### src/rtl/burst_seq_pkg.sv
package burst_seq_pkg;
  typedef enum logic {
    ORD_LINEAR     = 1'b0,
    ORD_INTERLEAVE = 1'b1
  } order_e;
endpackage

### src/rtl/burst_addr_reg.sv
module burst_addr_reg #(
  parameter int ADDR_W = 17,
  parameter int OFF_W  = 2
) (
  input  logic                    clk,
  input  logic                    rst,
  input  logic                    load,
  input  logic [ADDR_W-1:0]       addr_in,
  output logic [OFF_W-1:0]        start_d,
  output logic [ADDR_W-OFF_W-1:0] upper_q
);
  localparam int UP_W = ADDR_W - OFF_W;

  logic [OFF_W-1:0] start_q;

  // next-state start offset, used by the output register in the top
  always_comb begin
    start_d = load ? addr_in[OFF_W-1:0] : start_q;
  end

  always_ff @(posedge clk) begin
    if (rst) begin
      start_q <= '0;
      upper_q <= '0;
    end else if (load) begin
      start_q <= addr_in[OFF_W-1:0];
      upper_q <= addr_in[ADDR_W-1:OFF_W];
    end
  end


  upper_hold_chk: assert property (@(posedge clk) disable iff (rst)
    !load |=> $stable(upper_q));


  upper_load_chk: assert property (@(posedge clk) disable iff (rst)
    load |=> upper_q == $past(addr_in[ADDR_W-1:OFF_W]));

  logic unused_w;
  assign unused_w = ^UP_W;
endmodule

### src/rtl/burst_beat_cnt.sv
module burst_beat_cnt #(
  parameter int OFF_W = 2
) (
  input  logic             clk,
  input  logic             rst,
  input  logic             load,
  input  logic             step,
  output logic [OFF_W-1:0] cnt_d
);
  logic [OFF_W-1:0] cnt_q;

  // load wins over step: advance is ignored on a start edge
  always_comb begin
    if (load)      cnt_d = '0;
    else if (step) cnt_d = cnt_q + OFF_W'(1);
    else           cnt_d = cnt_q;
  end

  always_ff @(posedge clk) begin
    if (rst) cnt_q <= '0;
    else     cnt_q <= cnt_d;
  end


  cnt_restart_chk: assert property (@(posedge clk) disable iff (rst)
    load |=> cnt_q == '0);


  cnt_step_chk: assert property (@(posedge clk) disable iff (rst)
    (!load && step) |=> cnt_q == $past(cnt_q) + OFF_W'(1));
endmodule

### src/rtl/burst_order_map.sv
module burst_order_map
  import burst_seq_pkg::*;
#(
  parameter int OFF_W = 2
) (
  input  logic             order_sel,
  input  logic [OFF_W-1:0] start,
  input  logic [OFF_W-1:0] beat,
  output logic [OFF_W-1:0] off
);
  logic [OFF_W-1:0] lin_off;
  logic [OFF_W-1:0] ilv_off;

  assign lin_off = start + beat;

  for (genvar b = 0; b < OFF_W; b++) begin : g_xor
    assign ilv_off[b] = start[b] ^ beat[b];
  end

  always_comb begin
    if (order_e'(order_sel) == ORD_INTERLEAVE) off = ilv_off;
    else                                       off = lin_off;
  end
endmodule

### src/rtl/burst_seq.sv
module burst_seq #(
  parameter int ADDR_W = 17
) (
  input  logic              clk,
  input  logic              rst,
  input  logic [ADDR_W-1:0] addr_in,
  input  logic              start_cpu_n,
  input  logic              start_ctl_n,
  input  logic              adv_n,
  input  logic              order_sel,
  output logic [1:0]        burst_off,
  output logic [ADDR_W-3:0] upper_addr
);
  localparam int OFF_W = 2;

  logic             load;
  logic             step;
  logic [OFF_W-1:0] start_d;
  logic [OFF_W-1:0] cnt_d;
  logic [OFF_W-1:0] off_d;

  assign load = !start_cpu_n || !start_ctl_n;
  assign step = !adv_n;

  burst_addr_reg #(.ADDR_W(ADDR_W), .OFF_W(OFF_W)) u_areg (
    .clk     (clk),
    .rst     (rst),
    .load    (load),
    .addr_in (addr_in),
    .start_d (start_d),
    .upper_q (upper_addr)
  );

  burst_beat_cnt #(.OFF_W(OFF_W)) u_cnt (
    .clk   (clk),
    .rst   (rst),
    .load  (load),
    .step  (step),
    .cnt_d (cnt_d)
  );

  burst_order_map #(.OFF_W(OFF_W)) u_map (
    .order_sel (order_sel),
    .start     (start_d),
    .beat      (cnt_d),
    .off       (off_d)
  );

  always_ff @(posedge clk) begin
    if (rst) burst_off <= '0;
    else     burst_off <= off_d;
  end


  off_hold_chk: assert property (@(posedge clk) disable iff (rst)
    (!load && adv_n) |=> $stable(burst_off));


  off_load_chk: assert property (@(posedge clk) disable iff (rst)
    load |=> burst_off == $past(addr_in[OFF_W-1:0]));


  off_linear_chk: assert property (@(posedge clk) disable iff (rst)
    (!load && !adv_n && !order_sel) |=>
      (order_sel || burst_off == $past(burst_off) + OFF_W'(1)));
endmodule

### config.mk
export PLATFORM = sky130hd
export DESIGN_NAME = burst_seq
export DESIGN_NICKNAME = d
export VERILOG_FILES = /design/src/rtl/burst_seq_pkg.sv /design/src/rtl/burst_addr_reg.sv /design/src/rtl/burst_beat_cnt.sv /design/src/rtl/burst_order_map.sv /design/src/rtl/burst_seq.sv
export SDC_FILE = /design/constraint.sdc
export NUM_CORES = 1
export LEC_CHECK = 0
export BUFFER_PORTS_ARGS = -buffer_cell sky130_fd_sc_hd__buf_4
export CAP_MARGIN = 15
export CORE_UTILIZATION = 43
export CTS_CLUSTER_SIZE = 30
export DETAILED_ROUTE_END_ITERATION = 10
export PLACE_DENSITY = 0.76
export SLEW_MARGIN = 20
export SYNTH_ARGS = -nofsm -noshare
export SYNTH_HDL_FRONTEND = slang
export SYNTH_SLANG_ARGS = --single-unit
### constraint.sdc
create_clock -name clk -period 2.1 [get_ports clk]
set_input_delay 0.105 -clock clk [delete_from_list [all_inputs] [get_ports clk]]
set_output_delay 0.105 -clock clk [all_outputs]
set_load 0.005 [all_outputs]
==> insert_results.sql <==
INSERT INTO impl_metrics (metric_group, metric, value, unit) VALUES
('route', 'drc_errors', '0', ''),
('placed_design', 'routabilityCongestion', '0.741', ''),
('floorplanning', 'effective_utilization_at_floorplan', '48.7', '%'),
('yosys', 'synthMostInstantiatedCell', 'sky130_fd_sc_hd__nand2_1', ''),
('yosys', 'adder_cell_share_of_the_synthesized_area', '1.61', '%'),
('placed_design', 'port-buffer-count', '39', ''),
('route', 'dr_wl_met3', '116', 'um'),
('route', 'wire_length_on_met1', '700', 'um'),
('clock_network', 'ctsHtreeMaxLevel', '1', ''),
('yosys', 'average_instance_area_after_synthesis', '8.54', 'um2'),
('worst_setup_path', 'rr_worst_depth', '6', ''),
('sta', 'maxClockFrequency', '0.637', 'GHz'),
('pwr', 'power_leakage', '0.530', 'nW'),
('sta', 'finalSetupViolCount', '0', ''),
('worst_setup_path', 'crit_path_end_kind', 'register', ''),
('yosys', 'synth_commonest_cells', '34 x sky130_fd_sc_hd__nand2_1, 21 x sky130_fd_sc_hd__dfxtp_1, 17 x sky130_fd_sc_hd__a21oi_1, 3 x sky130_fd_sc_hd__clkbuf_1', ''),
('route', 'postRouteWirelength', '1620', 'um'),
('placed_design', 'dp.final_hpwl', '1170', 'um'),
('layout', 'insertedDiodeCount', '0', ''),
('worst_setup_path', 'highest_fanout_seen_on_the_critical_path', '2', ''),
('clock_network', 'insertion_delay', '0.30', 'ns'),
('worst_setup_path', 'worst_reg2reg_startpoint', 'u_cnt.cnt_q[0]', ''),
('sta', 'final_hold_viol_count', '0', ''),
('yosys', 'yosys.area.top_type_share', '54.1', '%'),
('yosys', 'synthesis.yosys.warnings', '0', ''),
('layout', 'nFillCells', '133', ''),
('global_route', 'vias_in_the_first_global_route', '652', ''),
('yosys', 'syn-cell-area', '777', 'um2'),
('sta', 'hold-worst-slack', '0.0443', 'ns'),
('placed_design', 'place_inst', '151', ''),
('sta', 'grt_setup_unrepaired', 'false', ''),
('sta', 'sum_neg_setup_slack', '0', 'ns'),
('floorplanning', 'rows', '14', ''),
('route', 'maxUsedRoutingLayer', 'met4', ''),
('route', 'final_antenna_net_count', '0', ''),
('floorplanning', 'die-width', '44.5', 'um'),
('yosys', 'postSynth.asyncResetShare', '0', '%'),
('status', 'result_of_the_run', 'completed', ''),
('global_route', 'track_usage', '17.8', '%'),
('floorplanning', 'design.core.area', '1590', 'um2'),
('worst_setup_path', 'critPathSlowestCell', 'sky130_fd_sc_hd__dfxtp_1', ''),
('worst_setup_path', 'critical_path_depth', '6', ''),
('global_route', 'grt_max_degree', '22', ''),
('yosys', 'number_of_flops_mapped_to_enable_cells_by_yosys', '0', ''),
('route', 'post_drt_wl_per_cell', '10.5', 'um'),
('global_route', 'global_route.overflow_total', '0', ''),
('clock_network', 'ctsLongestPathBuffers', '2', ''),
('global_route', 'first_pass_grt_wire_length', '2650', 'um'),
('sta', 'period_minus_slack', '1.57', 'ns'),
('yosys', 'sequential_area_share_after_synthesis', '54.1', '%'),
('worst_setup_path', 'cp_num_buf_inv', '0', ''),
('floorplanning', 'top_level_ports', '40', ''),
('clock_network', 'clk_transition_reported_paths', '0.12', 'ns'),
('yosys', 'synth_top_family_by_area', 'simple AND/OR/NAND/NOR gates', ''),
('clock_network', 'cts_root_buffer', 'sky130_fd_sc_hd__clkbuf_4', ''),
('sta', 'skew', '0.00151', 'ns'),
('worst_setup_path', 'cp.required', '2.30', 'ns'),
('worst_setup_path', 'worst-r2r-setup-slack', '0.53', 'ns'),
('worst_setup_path', 'cp.arrival', '1.77', 'ns'),
('clock_network', 'cts-buffers-inserted', '3', ''),
('min_path', 'classification_of_the_worst_slack_hold_path', 'input port to register', ''),
('worst_setup_path', 'family_of_cells_with_the_greatest_summed_delay_on_the_critical_path', 'flip-flops', ''),
('sta', 'min_period_over_period', '74.8', '%'),
('floorplanning', 'die_h', '44.5', 'um'),
('route', 'drt_iter0_markers', '6', ''),
('yosys', 'synth_cells', '91', ''),
('worst_setup_path', 'worst_setup_path_startpoint', 'u_cnt.cnt_q[0]', ''),
('worst_setup_path', 'critical_path_class', 'register to register', ''),
('yosys', 'synth-compound-area-share', '11.0', '%'),
('layout', 'areaGrowthSynthToFinish', '43.6', '%'),
('worst_setup_path', 'crit_path_start_kind', 'register', '');
-- layout by cell type, fill, tap and decap left out, types with 2 or more instances in the layout --
master | Yosys | routed
sky130_fd_sc_hd__dfxtp_1 | 21 | 21
sky130_fd_sc_hd__clkbuf_4 | 0 | 3
sky130_fd_sc_hd__xnor2_1 | 2 | 2
sky130_fd_sc_hd__nor2_1 | 2 | 2
sky130_fd_sc_hd__buf_4 | 0 | 41
sky130_fd_sc_hd__nor2b_1 | 2 | 2
sky130_fd_sc_hd__nand2_1 | 34 | 34
sky130_fd_sc_hd__a21oi_1 | 17 | 17
-- per-layer routing --
layer / GRT usage [%] / vias up
met2: 32.4 / 27
met4: 3.64 / 0
met3: 4.49 / 2
met5: 0 / -
li1: - / 372
met1: 21.1 / 307
-- registers in the layout, summed over array words and instances, names as in the netlist --
| register | flops |
|---|---|
| u_cnt.cnt_q | 2 |
| u_areg.upper_q | 15 |
| u_areg.start_q | 2 |
| burst_off | 2 |
-- area by class of cell --
| class | count | area (um2) | area share [%] |
|---|---|---|---|
| Clock buffer | 3 | 22.5 | 2.02 |
| Clock inverter | 1 | 5.00 | 0.448 |
| Multi-Input combinational cell | 65 | 330 | 29.6 |
| Sequential cell | 21 | 420 | 37.7 |
| Tap cell | 24 | 30.0 | 2.69 |
| Timing Repair Buffer | 41 | 308 | 27.6 |
-- power breakdown --
group	internal (W)	switching (W)	total (W)	leakage, nW
Combinational	0.0000725	0.0000490	0.000122	0.338
Sequential	0.000422	0.0000110	0.000433	0.174
Clock	0.0000708	0.000120	0.000191	0.0177
-- worst min path at each step --
| stage | slack [ns] | start | to | depth (start not counted) |
|---|---|---|---|---|
| after global placement | 0.36 | addr_in[1] | u_areg.start_q[1] | 3 |
| final | 0.04 | addr_in[9] | u_areg.upper_q[7] | 3 |
| after detailed placement | 0.37 | addr_in[1] | u_areg.start_q[1] | 3 |
| after floorplan | 0.19 | rst | u_cnt.cnt_q[1] | 1 |
| after CTS | 0.04 | addr_in[11] | u_areg.upper_q[9] | 3 |
| after global routing | 0.04 | addr_in[16] | u_areg.upper_q[14] | 3 |
-- through the flow --
step	cell area (um2)	util, %	setup slack, ns	total power [W]
detailed placement	1090	68.3	0.452	0.000565
finish	1120	70.0	0.529	0.000746
global placement	1090	68.3	0.520	0.000563
global route	1120	70.0	0.444	0.000780
CTS	1120	70.0	0.516	0.000753
floorplan	777	-	0.548	0.000493
-- cell families (layout without fill, tap and decap cells) --
group                      count (synthesis)  in the layout
xor gates and xnor gates                   3              3
muxes                                      2              2
and+or+nand+nor                           42             42
adders and majority gates                  1              1
DFF                                       21             21
buffers and inverters                      5             45
AOI/OAI and AO/OA                         17             17
-- tightest hold or removal path, cell delays in order --
cell                      delay [ns]
sky130_fd_sc_hd__buf_4          0.11
sky130_fd_sc_hd__nand2_1        0.04
sky130_fd_sc_hd__a21oi_1        0.05
Power figures use the tool's default switching activity.
